==> src/rtl/mbm_pkg.sv <==
package mbm_pkg;

  typedef enum logic [2:0] {
    PH_IDLE    = 3'd0,
    PH_ADDR    = 3'd1,
    PH_SETUP   = 3'd2,
    PH_STROBE  = 3'd3,
    PH_RELEASE = 3'd4
  } phase_e;

  // phases in which the master waits on the slave's acknowledge
  function automatic logic is_wait(input phase_e p);
    return (p == PH_STROBE) || (p == PH_RELEASE);
  endfunction

  // phases in which the master owns the shared lines
  function automatic logic drives_bus(input phase_e p, input logic rd);
    return (p == PH_ADDR) || (!rd && ((p == PH_SETUP) || (p == PH_STROBE)));
  endfunction

endpackage

==> src/rtl/mbm_sync.sv <==
module mbm_sync #(
  parameter int   STAGES  = 2,
  parameter logic RST_VAL = 1'b1
) (
  input  logic clk,
  input  logic rst_n,
  input  logic d,
  output logic q
);

  logic [STAGES-1:0] chain;

  generate
    for (genvar i = 0; i < STAGES; i++) begin : g_stage
      if (i == 0) begin : g_first
        always_ff @(posedge clk or negedge rst_n) begin
          if (!rst_n) chain[0] <= RST_VAL;
          else        chain[0] <= d;
        end
      end else begin : g_next
        always_ff @(posedge clk or negedge rst_n) begin
          if (!rst_n) chain[i] <= RST_VAL;
          else        chain[i] <= chain[i-1];
        end
      end
    end
  endgenerate

  assign q = chain[STAGES-1];

endmodule

==> src/rtl/mbm_wdog.sv <==
module mbm_wdog #(
  parameter int LIMIT = 64
) (
  input  logic clk,
  input  logic rst_n,
  input  logic run,
  output logic expire
);

  localparam int CW = (LIMIT > 1) ? $clog2(LIMIT) : 1;

  logic [CW-1:0] cnt;

  assign expire = run && (cnt == CW'(LIMIT - 1));

  always_ff @(posedge clk or negedge rst_n) begin
    if (!rst_n)             cnt <= '0;
    else if (!run || expire) cnt <= '0;
    else                    cnt <= cnt + 1'b1;
  end

  // a wait that is interrupted starts counting again from zero
  p_restart_r11: assert property (@(posedge clk) disable iff (!rst_n)
    (!run) |=> (!expire));

endmodule

==> src/rtl/mbm_slots.sv <==
module mbm_slots #(
  parameter int MAXB = 4,
  parameter int LW   = 2
) (
  input  logic          clk,
  input  logic          rst_n,
  input  logic          load,
  input  logic [LW-1:0] len,
  input  logic          step,
  output logic          last
);

  localparam int SW = $clog2(MAXB + 1);

  logic [SW-1:0] left;

  always_ff @(posedge clk or negedge rst_n) begin
    if (!rst_n)                  left <= '0;
    else if (load)               left <= SW'(len) + SW'(1);
    else if (step && left != '0) left <= left - 1'b1;
  end

  assign last = (left == SW'(1));

  // a loaded burst holds between one and MAXB slots
  p_left_range_r9: assert property (@(posedge clk) disable iff (!rst_n)
    load |=> ((left >= SW'(1)) && (int'(left) <= MAXB)));

  // a slot is never closed with nothing left to transfer
  p_step_nonzero_r9: assert property (@(posedge clk) disable iff (!rst_n)
    step |-> (left != '0));

endmodule

==> src/rtl/mux_bus_master.sv <==
module mux_bus_master
  import mbm_pkg::*;
#(
  parameter int BUS_W       = 16,
  parameter int MAX_BURST   = 4,
  parameter int ACK_LIMIT   = 64,
  parameter int SYNC_STAGES = 2,
  localparam int LEN_W      = (MAX_BURST > 1) ? $clog2(MAX_BURST) : 1
) (
  input  logic             clk,
  input  logic             rst_n,
  input  logic             req_start,
  input  logic             req_rd,
  input  logic [BUS_W-1:0] req_addr,
  input  logic [LEN_W-1:0] req_len,
  input  logic [BUS_W-1:0] req_wdata,
  output logic             wr_next,
  output logic [BUS_W-1:0] rd_data,
  output logic             rd_valid,
  output logic             done,
  output logic             busy,
  output logic             bus_err,
  output logic [BUS_W-1:0] bus_out,
  output logic             bus_oe,
  input  logic [BUS_W-1:0] bus_in,
  output logic             ale,
  output logic             rw_n,
  output logic             dav_n,
  input  logic             dac_n
);

  phase_e ph, ph_nxt;

  logic             rd_q;
  logic [BUS_W-1:0] addr_q;
  logic [BUS_W-1:0] wd_q;
  logic [BUS_W-1:0] rdat_q;
  logic             rv_q;
  logic             done_q;
  logic             err_q;

  // named internal events
  logic dac_s;
  logic ack_low;
  logic accept;
  logic strobe_closes;
  logic release_closes;
  logic wd_run;
  logic tmo_hit;
  logic slot_last;
  logic take_word;

  mbm_sync #(.STAGES(SYNC_STAGES), .RST_VAL(1'b1)) u_sync (
    .clk   (clk),
    .rst_n (rst_n),
    .d     (dac_n),
    .q     (dac_s)
  );

  assign ack_low        = !dac_s;
  assign accept         = (ph == PH_IDLE) && req_start;
  assign strobe_closes  = (ph == PH_STROBE) && ack_low;
  assign release_closes = (ph == PH_RELEASE) && !ack_low;
  assign wd_run         = is_wait(ph) && !strobe_closes && !release_closes;
  assign take_word      = !rd_q && ((ph == PH_ADDR) || (release_closes && !slot_last));

  mbm_wdog #(.LIMIT(ACK_LIMIT)) u_wdog (
    .clk    (clk),
    .rst_n  (rst_n),
    .run    (wd_run),
    .expire (tmo_hit)
  );

  mbm_slots #(.MAXB(MAX_BURST), .LW(LEN_W)) u_slots (
    .clk   (clk),
    .rst_n (rst_n),
    .load  (accept),
    .len   (req_len),
    .step  (release_closes),
    .last  (slot_last)
  );

  always_comb begin
    ph_nxt = ph;
    case (ph)
      PH_IDLE:    if (accept) ph_nxt = PH_ADDR;
      PH_ADDR:    ph_nxt = PH_SETUP;
      PH_SETUP:   ph_nxt = PH_STROBE;
      PH_STROBE: begin
        if (tmo_hit)      ph_nxt = PH_IDLE;
        else if (ack_low) ph_nxt = PH_RELEASE;
      end
      PH_RELEASE: begin
        if (tmo_hit)             ph_nxt = PH_IDLE;
        else if (release_closes) ph_nxt = slot_last ? PH_IDLE : PH_SETUP;
      end
      default:    ph_nxt = PH_IDLE;
    endcase
  end

  always_ff @(posedge clk or negedge rst_n) begin
    if (!rst_n) begin
      ph     <= PH_IDLE;
      rd_q   <= 1'b1;
      addr_q <= '0;
      wd_q   <= '0;
      rdat_q <= '0;
      rv_q   <= 1'b0;
      done_q <= 1'b0;
      err_q  <= 1'b0;
    end else begin
      ph     <= ph_nxt;
      rv_q   <= strobe_closes && rd_q;
      done_q <= release_closes && slot_last;
      if (accept) begin
        rd_q   <= req_rd;
        addr_q <= req_addr;
      end
      if (take_word) wd_q <= req_wdata;
      if (strobe_closes && rd_q) rdat_q <= bus_in;
      if (accept)       err_q <= 1'b0;
      else if (tmo_hit) err_q <= 1'b1;
    end
  end

  always_comb begin
    bus_oe = drives_bus(ph, rd_q);
    if (ph == PH_ADDR) bus_out = addr_q;
    else if (bus_oe)   bus_out = wd_q;
    else               bus_out = '0;
  end

  assign ale      = (ph == PH_ADDR);
  assign dav_n    = (ph != PH_STROBE);
  assign rw_n     = (ph == PH_IDLE) ? 1'b1 : rd_q;
  assign wr_next  = (ph == PH_SETUP) && !rd_q;
  assign busy     = (ph != PH_IDLE);
  assign rd_data  = rdat_q;
  assign rd_valid = rv_q;
  assign done     = done_q;
  assign bus_err  = err_q;

  // address strobe lasts one clock and is followed by setup, not a strobe
  p_ale_single_r2: assert property (@(posedge clk) disable iff (!rst_n)
    ale |=> (!ale && dav_n));

  // an address slot only ever follows an idle clock
  p_ale_from_idle_r12: assert property (@(posedge clk) disable iff (!rst_n)
    ale |-> $past(!busy));

  // direction is frozen while a cycle runs
  p_rw_hold_r3: assert property (@(posedge clk) disable iff (!rst_n)
    (busy && $past(busy)) |-> $stable(rw_n));

  // a read leaves the shared lines undriven after the address slot
  p_read_hiz_r4: assert property (@(posedge clk) disable iff (!rst_n)
    (busy && rw_n && !ale) |-> !bus_oe);

  // write data stays driven and unchanged while the strobe is low
  p_wdata_hold_r5: assert property (@(posedge clk) disable iff (!rst_n)
    (!dav_n && !rw_n) |-> (bus_oe && $stable(bus_out)));

  // the strobe stays low until the synchronized acknowledge or a timeout
  p_dav_wait_r6: assert property (@(posedge clk) disable iff (!rst_n)
    (!dav_n && !ack_low && !tmo_hit) |=> !dav_n);

  // a handshake-closed strobe implies dac_n was low three edges earlier
  p_sync_latency_r7: assert property (@(posedge clk) disable iff (!rst_n)
    ($rose(dav_n) && !$past(tmo_hit)) |-> !$past(dac_n, 3));

  // read words are flagged one clock at a time
  p_valid_pulse_r8: assert property (@(posedge clk) disable iff (!rst_n)
    rd_valid |=> !rd_valid);

  // completion is a single pulse seen in idle
  p_done_pulse_r10: assert property (@(posedge clk) disable iff (!rst_n)
    done |-> (!busy && !bus_err)) ;

  // a timeout drops everything and flags the error
  p_tmo_idle_r11: assert property (@(posedge clk) disable iff (!rst_n)
    tmo_hit |=> (!busy && dav_n && !bus_oe && bus_err && !done));

endmodule

==> config.mk <==
export PLATFORM = sky130hd
export DESIGN_NAME = mux_bus_master
export DESIGN_NICKNAME = d
export VERILOG_FILES = /design/src/rtl/mbm_pkg.sv /design/src/rtl/mbm_sync.sv /design/src/rtl/mbm_wdog.sv /design/src/rtl/mbm_slots.sv /design/src/rtl/mux_bus_master.sv
export SDC_FILE = /design/constraint.sdc
export NUM_CORES = 1
export LEC_CHECK = 0
export BUFFER_PORTS_ARGS = -buffer_cell sky130_fd_sc_hd__buf_2
export CAP_MARGIN = 10
export CELL_PAD_IN_SITES_DETAIL_PLACEMENT = 1
export CELL_PAD_IN_SITES_GLOBAL_PLACEMENT = 2
export CORE_ASPECT_RATIO = 2
export CORE_MARGIN = 1
export CORE_UTILIZATION = 33
export DETAILED_ROUTE_END_ITERATION = 6
export GPL_TIMING_DRIVEN = 0
export PLACE_DENSITY_LB_ADDON = 0.1
export SLEW_MARGIN = 10
export SYNTH_ARGS = -nofsm -noshare
export SYNTH_HDL_FRONTEND = slang
export SYNTH_SLANG_ARGS = --single-unit
==> constraint.sdc <==
create_clock -name clk -period 3.6 [get_ports clk]
set_input_delay 0.18 -clock clk [delete_from_list [all_inputs] [get_ports clk]]
set_output_delay 0.18 -clock clk [all_outputs]
set_load 0.05 [all_outputs]
# Yosys cells after proc, flatten, opt, wreduce, memory -nomap -nowiden
# Index checks and enable logic that the tools add are counted.
[word_totals]
out_inout_bits = 41
regBits = 66
in_bits = 55
[op_classes]
n_eq_ne = 10
n_mux = 15
n_addsub = 3
reduce_logical = 30
[ops]
columns = ["cell", "n"]
rows = [
  ["$mux 16", 2],
  ["$mux 3", 7],
  ["$pmux 3 s5", 1],
  ["$logic_and 1x1->1", 13],
  ["$ne 3x2->1 const B", 3],
  ["$add 6x1->6 const B", 1],
  ["$eq 3x1->1 const B", 2],
  ["$eq 3x2->1 const B", 2],
  ["$eq 6x6->1 const B", 1],
  ["$logic_not 1->1", 6],
  ["$mux 6", 1],
  ["$reduce_bool 3->1", 2],
  ["$logic_or 1x1->1", 5],
  ["$reduce_bool 2->1", 2],
  ["$add 2x1->3 const B", 1],
  ["$eq 3x3->1 const B", 1],
  ["$logic_not 3->1", 1],
  ["$mux 1", 3],
  ["$reduce_and 3->1", 1],
  ["$sub 3x1->3 const B", 1],
  ["$mux 2", 1],
  ["$ne 2x2->1 const B", 1],
]

# Longest topological paths before layout
# Gate-level depths: netlist of run 1.
[depth]
depth_word = 8
depth_mapped = 8

# Hierarchy
# Synthesis of run 1 repeated with hierarchy kept, for this count alone.
[hier_totals]
hier_cells = 218
hier_area_um2 = 3015.4
[modules_own_cells]
columns = ["module", "cells_each", "n_inst", "area_each_um2", "seq_area_each_um2"]
rows = [
  ["mux_bus_master", 163, 1, 2452.4, 1377.6],
  ["mbm_wdog", 28, 1, 274.0, 150.1],
  ["mbm_slots", 25, 1, 236.5, 75.1],
  ["mbm_sync", 2, 1, 52.6, 52.6],
]

# Least setup slack after synthesis of run 1
# Ideal clock, no wire load.
[synth_path]
path_type = "flip-flop to output port"
start = "register ph[2]"
end = "output bus_out[10]"
path_stages_with_launch = 9
arrival_ps = 2236
t_required_ps = 3420
slack_ps = 1184
cell_sequence = "dfrtp_1 buf_2 nand2b_1 or2_2 buf_2 inv_2 buf_4 nand2_1 a21oi_1"
[synth_between]
elab_cells_between_ends = 8
[synth_lines]
columns = ["item", "line", "text"]
rows = [
  ["start, declared", "mux_bus_master.sv:32", "phase_e ph, ph_nxt;"],
  ["start signal, assigned", "mux_bus_master.sv:112", "ph <= ph_nxt;"],
  ["$eq 3x1->1 (*)", "--", ""],
  ["via ale", "mux_bus_master.sv:26", "output logic ale,"],
  ["$logic_or 1x1->1", "mbm_pkg.sv:18", "return (p == PH_ADDR) || (!rd && ((p == PH_SETUP) || (p == PH_STROBE)));"],
  ["$mux 16", "mux_bus_master.sv:129", "else if (bus_oe) bus_out = wd_q;"],
  ["$mux 16 (*)", "mux_bus_master.sv:128", "if (ph == PH_ADDR) bus_out = addr_q;"],
  ["end, declared", "mux_bus_master.sv:23", "output logic [BUS_W-1:0] bus_out,"],
]
# The timed path passes the listed nets; every way through them passes the cells marked *.

# Final worst setup path of run 1
[layout_path]
start = "register ph[2]"
end = "output bus_out[8]"
[layout_between]
elab_chain_len = 6
elab_cells_between_ends = 8
[layout_rtl]
columns = ["item", "line"]
rows = [
  ["$eq 3x2->1", "mbm_pkg.sv:18"],
  ["$logic_or 1x1->1", "mbm_pkg.sv:18"],
  ["$logic_and 1x1->1", "mbm_pkg.sv:18"],
  ["$logic_or 1x1->1", "mbm_pkg.sv:18"],
  ["$mux 16", "mux_bus_master.sv:129"],
  ["$mux 16 (*)", "mux_bus_master.sv:128"],
]
# Mark *: on every way between the ends. The rest lies on a longest branch, timed or not.

==> flow_summary.toml, run 1 <==
[status]
status = "finished, final reports clean"

[worst_setup_path]
criticalPathCategory = "flop to primary output"
worstPathCellList = "buf_2 -> nand2b_1 -> or2_2 -> buf_2 -> clkbuf_1 -> nand2_1 -> a21oi_1 -> buf_2"
worst-path-buf-inv = 4
crit_path_max_fanout = 10
worstPathArrival_ps = 2280
crit_cells = 8
crit_path_frequent_cell = "buf_2"
path_delay_family = "buffers and inverters"
crit_path_end_kind = "primary output"
cpMaxStageDelayCell = "clkbuf_1"
timing.reg2reg.setup_slack_ps = 1650
max_stage_delay_ps = 450
cp.required_ps = 3420
worstSetupStartpointType = "flop"
r2r_cells = 7

[min_path]
whs_path_depth = 3
hp-class = "primary input to flop"

[clock_network]
clock_latency_ps = 330
cts_sinks = 66
ctsHoldBuffers = 2
cts_tree = "done"
cts_resized = 0
cts_setup_buffers = 0
numCtsBuffers = 9
cts_root_buffer = "clkbuf_16"
htreeDepth = 3
clk_pin_slew_worst_paths_ps = 50
cts.path.max_buffers = 2

[logic_synthesis]
syn_area_um2 = 3003
ys_types = 35
synthFlopType = "dfrtp_1"
synthTopCellsByArea = "dfrtp_1 (53%), nand2_1 (11%), mux2_2 (8.6%)"
syn_nets = 341
postSynth.asyncResetShare_pct = 100.0
ys_top_cells_by_count = "nand2_1 (91), dfrtp_1 (63), mux2_2 (23)"
yosysTopAreaCell = "dfrtp_1"
ys_seq_area_share_pct = 55.13
synth_top_area_share_pct = 52.50
synth_edf_count = 0
syn_inst = 281
yosysWarnings = 0
ys_seq_elements = 66
yosysMostFrequentCell = "nand2_1"
avgSynthCellArea_um2 = 10.69

[drt]
wirelength_um = 7820
vias = 2337
dr.pass1.iters = 4
viasPerCell = 4.721
final_antenna_net_count = 0
drc_errors = 0
drt_iter0_markers = 93
wl_per_cell_um = 15.80

[job]
drv_cap = 0

[global_routing]
grt-ovfl-total = 0
grt_usage_pct = 18.11
grt_max_degree = 47
antenna_found_initial = 0
grt_pass1_vias = 2594
grt_pass1_wl_um = 12950

[placed_design]
dp.cells = 477
place_area_um2 = 3633
portBuffers = 95
hpwlAfterDp_um = 5842
place_congestion = 0.7413

[timing]
setup_viol = 0
post-route-min-period_ps = 2463
holdWs_ps = 39.69
slew_headroom_pct = 63.99
clock.fmax_ghz = 0.4060
tightest_slew_ps = 540.1
final.setup.tns_ps = 0
hold_viol_final = 0
slew_viol_final = 0
finalCritPeriodShare_pct = 68.41
rsz0062_at_grt = "no"
fin_skew_ps = 11.09

[floorplanning]
placementRows = 48
dieHeight_um = 136.9
die-area_um2 = 9508
io_pins = 96
coreArea_um2 = 8708
die-width_um = 69.45
start_util_pct = 34.48

[final_layout]
antenna_cells = 0
final_cells = 495
finalInstanceArea_um2 = 3969
fin_nets = 450
fillCellCount = 1011
drive_gt1_share_pct = 41.52
syn_to_final_growth_pct = 32.17

[pwr]
peakVddDrop_v = 0.0003836
leakagePower_uw = 0.002068
cellPowerDensity_nw_per_um2 = 1115
finalPower_uw = 4426
-- kinds of logic after synthesis --
logic type	share of synthesized area, %
compound gates	4.750
mux	14.29
xor+xnor	1.458
fa+ha+maj	2.083
flops	55.13
buf+inv	3.833
simple gates	18.46
-- power by group --
| group | total [uW] | leakage (uW) | internal [uW] | switching, uW |
|---|---|---|---|---|
| logic | 2280 | 0.00110 | 687 | 1590 |
| clock network | 933 | 0.000154 | 624 | 308 |
| registers | 1220 | 0.000812 | 1060 | 161 |
-- worst min-delay path: stages --
cell	delay [ps]
buf_2	100
nand2_1	50
nand2_1	40
-- stage by stage --
step           setup slack [ps]  util, %
4_1_cts                    1060    45.57
3_3_place_gp               1421    41.38
5_1_grt                   905.9    45.57
3_5_place_dp               1420    41.72
6_report                   1137    45.57
2_1_floorplan              1184        -
-- final cells by class --
cell class	instances	area, um^2	area share [%]
flip-flops and latches	66	1655	41.71
plain buffers	14	88.84	2.238
inverters	7	26.28	0.6620
clock inverters	3	65.06	1.639
multi-input cells	194	1232	31.05
clock buffers	13	250.2	6.305
repair buffers	98	525.5	13.24
well taps	100	125.1	3.153
-- layer usage --
layer | share of wire (%) | up-vias | GRT usage (%) | routed length, um
li1 | - | 1139 | - | -
met4 | 1.7 | 0 | 7.823 | 134
met2 | 58 | 50 | 34.25 | 4505
met5 | 0 | - | 0 | 0
met1 | 37 | 1141 | 18.67 | 2899
met3 | 3.6 | 7 | 4.271 | 282
-- worst paths after layout --
path	startpoint	endpoint
worst min-delay path	req_rd	rd_q$_DFFE_PN1P_
worst max register to register	ph[1]$_DFFE_PN0P_	addr_q[12]$_DFFE_PN0P_
max in group asynchronous	rst_n	u_sync.q$_DFF_PN1_
worst max-delay path	ph[2]$_DFFE_PN0P_	bus_out[8]
worst min register to register	u_sync.chain[0]$_DFF_PN1_	u_sync.q$_DFF_PN1_
min in group asynchronous	rst_n	rd_data[9]$_DFFE_PN0P_
-- flip-flops by register name (all words and copies together) (netlist names) --
signal	flops
addr_q	16
bus_err	1
done	1
ph	3
rd_data	16
rd_q	1
rd_valid	1
u_slots.left	3
u_sync.chain	1
u_sync.q	1
u_wdog.cnt	6
wd_q	16
-- cells in the final DEF (no fill, tap or decap), drive strengths merged --
cell type / count
and2: 2
o21a: 1
nor3: 4
or3b: 1
nand3: 4
nand3b: 1
clkbuf: 16
dfrtp: 63
mux2: 33
nor3b: 1
ha: 5
clkinv: 1
nand4b: 1
and3: 2
dlygate4sd3: 2
a211o: 1
a21oi: 17
inv: 7
bufinv: 2
nand2: 91
xnor2: 4
dfstp: 3
a31o: 1
a22oi: 1
xor2: 1
nor4b: 1
mux2i: 2
buf: 107
and4bb: 1
o21ai: 1
nor2: 12
a221o: 2
or2: 2
nand2b: 2
Power figures use the tool's default switching activity.
==> run 2: changes to the inputs <==
--- a/config.mk
+++ b/config.mk
@@ -11,7 +11,7 @@
 export CELL_PAD_IN_SITES_GLOBAL_PLACEMENT = 2
 export CORE_ASPECT_RATIO = 2
 export CORE_MARGIN = 1
-export CORE_UTILIZATION = 33
+export CORE_UTILIZATION = 31
 export DETAILED_ROUTE_END_ITERATION = 6
 export GPL_TIMING_DRIVEN = 0
 export PLACE_DENSITY_LB_ADDON = 0.1
==> constraint.sdc (replaced) <==
create_clock -name clk -period 2.6 [get_ports clk]
set_input_delay 0.13 -clock clk [delete_from_list [all_inputs] [get_ports clk]]
set_output_delay 0.13 -clock clk [all_outputs]
set_load 0.05 [all_outputs]
==> run 2 against run 1 <==
Worst hold slack lost 33 ps. Sequential cell count is the same. Critical path depth grew 1. Setup slack lost 980 ps. Cell count grew 3.4%. Count of clock-buffer cells in the layout shrank 3. Non-clock buffer count grew 13. Combinational power grew 39%. Global-route usage shrank 1.5 points. Routed wire length shrank 0.86%. First-iteration DRC count shrank 32%. Cell area grew 4.5%. Critical path type unchanged. Largest cell class unchanged. Largest power group unchanged.
==> flow_summary.toml, run 2 (synthesized netlist as in run 1, its figures left out) <==
[floorplanning]
coreArea_um2 = 9384
start_util_pct = 32.00
die-area_um2 = 10110
placementRows = 50
dieHeight_um = 141.2
io_pins = 96
die-width_um = 71.60

[placed_design]
portBuffers = 95
hpwlAfterDp_um = 5800
place_congestion = 0.7360

[drt]
wl_met3_um = 236
wl_met1_um = 3013
wirelength_um = 7753
viasPerCell = 4.691
drc_errors = 0
drt_iter0_markers = 63
vias = 2402
final_antenna_net_count = 0
dr.pass1.iters = 4
wl_per_cell_um = 15.14
top_layer_used = "met4"
wl_met2_um = 4374

[global_routing]
grt_max_degree = 57
antenna_found_initial = 0
grt-ovfl-total = 0
grt_usage_pct = 16.62
grt_pass1_wl_um = 12790
grt_pass1_vias = 2639

[timing]
post-route-min-period_ps = 2447
tightest_slew_ps = 503.3
holdWs_ps = 6.571
rsz0062_at_grt = "no"
slew_viol_final = 0
setup_viol = 0
fin_skew_ps = 8.470
clock.fmax_ghz = 0.4086
hold_viol_final = 0
final.setup.tns_ps = 0
finalCritPeriodShare_pct = 94.12
slew_headroom_pct = 66.19

[worst_setup_path]
criticalPathCategory = "flop to primary output"
worstPathCellList = "buf_2 -> nand2b_1 -> or2_2 -> buf_2 -> inv_2 -> buf_4 -> nand2_1 -> a21oi_1 -> buf_2"
crit_path_end_kind = "primary output"
worst-path-buf-inv = 5
rr_startpoint = "ph[1]$_DFFE_PN0P_"
cpMaxStageDelayCell = "dfrtp_1"
path_delay_family = "buffers and inverters"
r2r_cells = 7
timing.reg2reg.setup_slack_ps = 630
cp.required_ps = 2470
max_stage_delay_ps = 350
reg2reg_to = "addr_q[14]$_DFFE_PN0P_"
crit_path_max_fanout = 10
worstSetupStartpointType = "flop"
worstPathArrival_ps = 2320
crit_path_frequent_cell = "buf_2"

[clock_network]
cts_root_buffer = "clkbuf_16"
cts_sinks = 66
clk_pin_slew_worst_paths_ps = 60
numCtsBuffers = 9
cts_setup_buffers = 0
cts.path.max_buffers = 2
cts_tree = "done"
htreeDepth = 3
clock_latency_ps = 320

[final_layout]
syn_to_final_growth_pct = 38.08
drive_gt1_share_pct = 41.42
final_common_cell = "buf_2"
antenna_cells = 0
final_cell_mix = "buf_2 (98), nand2_1 (91), dfrtp_1 (63)"
fin_nets = 463

[pwr]
p_int_uw = 3401
comb_power_share_pct = 50.7
switching_share_pct = 45.85
peakVddDrop_v = 0.0006621
cellPowerDensity_nw_per_um2 = 1514
clkPwrFrac_pct = 22.5
p_seq_share_pct = 26.8
power.net_switching_uw = 2879
leakagePower_uw = 0.002139

[min_path]
hold-path-endpoint = "addr_q[6]$_DFFE_PN0P_"
whs_path_depth = 3
hp-class = "primary input to flop"
min_from = "req_addr[6]"

[job]
drv_cap = 0

[status]
status = "finished, final reports clean"
[run 2: cell count changes in the layout (fill, tap and decap cells not counted), moves of 2 or more]
cell	change
clkbuf_1	-5
clkbuf_2	+2
clkinvlp_4	+2
dlygate4sd3_1	+13
[run 2: layer usage]
| metal | track usage (%) | up-vias |
|---|---|---|
| met4 | 6.192 | 0 |
| met1 | 17.38 | 1185 |
| met5 | 0 | - |
| li1 | - | 1161 |
| met3 | 3.002 | 9 |
| met2 | 31.98 | 47 |
[run 2: cell type report]
class | count | area (um^2)
inverter | 7 | 26.28
fill | 1097 | 5238
sequential | 66 | 1655
clock buffer | 10 | 239.0
multi-input combinational | 194 | 1232
tap | 104 | 130.1
clock inverter | 6 | 113.9
buffer | 14 | 91.34
timing repair buffer | 111 | 658.1
[run 2: how the worst max path moves through the flow]
stage	start	to	cells past startpoint
after floorplan	ph[2]$_DFFE_PN0P_	bus_out[10]	8
after global placement	ph[2]$_DFFE_PN0P_	bus_out[7]	9
after detailed placement	ph[2]$_DFFE_PN0P_	bus_out[7]	9
after CTS	ph[2]$_DFFE_PN0P_	bus_out[7]	9
after global routing	ph[2]$_DFFE_PN0P_	bus_out[14]	9
final	ph[2]$_DFFE_PN0P_	bus_out[14]	9
[run 2: worst reg2reg max path, stage by stage (launching register included)]
cell and delay, ps:
dfrtp_1 400, buf_2 190, nor3_1 460, nand2_1 120, buf_2 220, clkbuf_1 280, nand2_1 140, nand2_1 60
[run 2: metrics by stage]
step | cells | instance area, um^2 | total power (uW) | worst slack [ps] | util (%)
5_1_grt | 512 | 4146 | 6644 | 4.035 | 44.19
2_1_floorplan | 281 | 3003 | 4127 | 233.7 | -
4_1_cts | 512 | 4141 | 6371 | 73.28 | 44.13
3_3_place_gp | 480 | 3608 | 4846 | 449.2 | 38.45
3_5_place_dp | 481 | 3638 | 4911 | 437.0 | 38.77
6_report | 512 | 4146 | 6279 | 152.8 | 44.19
[run 2: timing repair]
action | in CTS | in global routing
endpoints found under the hold margin | 77 | 0
endpoints found under the setup margin | 0 | 2
hold buffers | 15 | 0
gates resized for setup | 0 | 5
[run 2: power groups by stage]
stage | registers [uW] | logic, uW | clock network, uW
6_report | 1680 | 3180 | 1410
2_1_floorplan | 2100 | 2030 | 0
3_3_place_gp | 1680 | 3160 | 0
5_1_grt | 1740 | 3410 | 1490
4_1_cts | 1690 | 3240 | 1450
3_5_place_dp | 1710 | 3210 | 0
==> run 3: changes to the inputs <==
--- a/config.mk
+++ b/config.mk
@@ -15,6 +15,7 @@
 export DETAILED_ROUTE_END_ITERATION = 6
 export GPL_TIMING_DRIVEN = 0
 export PLACE_DENSITY_LB_ADDON = 0.1
+export RECOVER_POWER = 25
 export SLEW_MARGIN = 10
 export SYNTH_ARGS = -nofsm -noshare
 export SYNTH_HDL_FRONTEND = slang
==> run 3 against run 2 <==
Maximum frequency barely moved. Cell count stayed put. Clock skew about the same. Count of clock-buffer cells in the layout did not move. Register-to-register slack about the same. First-iteration DRC count is 16% lower. Worst hold slack about the same. Routed wire length about the same. Largest power group unchanged. Highest routed layer unchanged.
==> flow_summary.toml, run 3 (synthesized netlist as in run 1, its figures left out) <==
[clock_network]
cts_setup_buffers = 0
cts.path.max_buffers = 2
cts_root_buffer = "clkbuf_16"
cts_tree = "done"
htreeDepth = 3
clock_latency_ps = 320
numCtsBuffers = 9
clk_pin_slew_worst_paths_ps = 60
cts_sinks = 66

[final_layout]
final_cell_mix = "buf_2 (98), nand2_1 (91), dfrtp_1 (63)"
final_util_pct = 43.91
fin_nets = 463
drive_gt1_share_pct = 41.18
syn_to_final_growth_pct = 37.21
antenna_cells = 0
final_common_cell = "buf_2"

[pwr]
p_seq_share_pct = 26.8
finalPower_uw = 6275
leakagePower_uw = 0.002127
p_int_uw = 3396
switching_share_pct = 45.88
comb_power_share_pct = 50.7
clkPwrFrac_pct = 22.5
power.net_switching_uw = 2879
cellPowerDensity_nw_per_um2 = 1523
peakVddDrop_v = 0.0006620

[placed_design]
place_congestion = 0.7360
hpwlAfterDp_um = 5800
portBuffers = 95

[floorplanning]
dieHeight_um = 141.2
die-width_um = 71.60
start_util_pct = 32.00
placementRows = 50
die-area_um2 = 10110
io_pins = 96
coreArea_um2 = 9384

[drt]
viasPerCell = 4.691
final_antenna_net_count = 0
wl_per_cell_um = 15.14
wirelength_um = 7751
dr.pass1.iters = 4
drt_iter0_markers = 53
vias = 2402
drc_errors = 0

[timing]
clock.fmax_ghz = 0.4085
final.setup.tns_ps = 0
slew_headroom_pct = 2.461
setup_viol = 0
finalCritPeriodShare_pct = 94.15
slew_viol_final = 0
holdWs_ps = 6.571
fin_skew_ps = 8.493
post-route-min-period_ps = 2448
rsz0062_at_grt = "no"
tightest_slew_ps = 1463
hold_viol_final = 0

[global_routing]
grt_pass1_wl_um = 12790
grt-ovfl-total = 0
grt_usage_pct = 16.62
grt_max_degree = 57
antenna_found_initial = 0
grt_pass1_vias = 2639

[worst_setup_path]
cp.required_ps = 2470
criticalPathCategory = "flop to primary output"
worstPathArrival_ps = 2320
cp-endpoint = "bus_out[14]"
crit_start = "ph[2]$_DFFE_PN0P_"
reg2reg_to = "addr_q[14]$_DFFE_PN0P_"
worstSetupStartpointType = "flop"
r2r_cells = 7
crit_path_end_kind = "primary output"
rr_startpoint = "ph[1]$_DFFE_PN0P_"
timing.reg2reg.setup_slack_ps = 630
crit_path_max_fanout = 10

[status]
status = "finished, final reports clean"

[job]
drv_cap = 0

[min_path]
hp-class = "primary input to flop"
run 3: changes by cell type in the layout (fill, tap and decap cells not counted), sizes merged:
cell and delta:
clkbuf +2, buf -2
run 3: cell type report:
type / count / area, um^2
Multi-Input combinational cell: 194 / 1232
Sequential cell: 66 / 1655
Clock inverter: 6 / 113.9
Inverter: 7 / 26.28
Tap cell: 104 / 130.1
Buffer: 14 / 91.34
Timing Repair Buffer: 111 / 631.9
Fill cell: 1100 / 5264
Clock buffer: 10 / 239.0
run 3: critical path, stage by stage (launching register included):
cell      delay, ps
dfrtp_1         350
buf_2           170
nand2b_1        170
or2_2           260
buf_2           180
inv_2           150
buf_4           210
nand2_1          70
a21oi_1         140
buf_2           290
run 3: worst min path at each step:
stage	start	to	slack, ps	cells past startpoint
floorplan	rst_n	addr_q[0]$_DFFE_PN0P_	-170	0
CTS	req_addr[6]	addr_q[6]$_DFFE_PN0P_	2	3
detailed placement	rst_n	rd_data[15]$_DFFE_PN0P_	-20	1
finish	req_addr[6]	addr_q[6]$_DFFE_PN0P_	7	3
global route	req_addr[6]	addr_q[6]$_DFFE_PN0P_	20	3
global placement	dac_n	u_sync.chain[0]$_DFF_PN1_	230	1
run 3: layer usage:
layer	track usage [%]	wire, um
met1	17.38	3030
met2	31.98	4356
met3	3.002	236
met4	6.192	128
met5	0	0
run 3: power groups by stage:
stage	Sequential, uW	Clock, uW	Combinational, uW
after floorplan	2100	0	2030
after global placement	1680	0	3160
after detailed placement	1710	0	3210
after CTS	1690	1450	3240
after global routing	1740	1490	3410
final	1680	1410	3180
run 3: stage by stage:
step / instance area, um^2 / setup slack [ps] / std cells
floorplan: 3003 / 233.7 / 281
global placement: 3608 / 449.2 / 480
detailed placement: 3638 / 437.0 / 481
CTS: 4141 / 73.28 / 512
global route: 4120 / 4.035 / 512
finish: 4120 / 152.0 / 512
run 3: timing repair:
item / CTS / global route
gates resized for setup: 0 / 5
endpoints found under the hold margin: 77 / 0
hold buffers: 15 / 0
endpoints found under the setup margin: 0 / 2
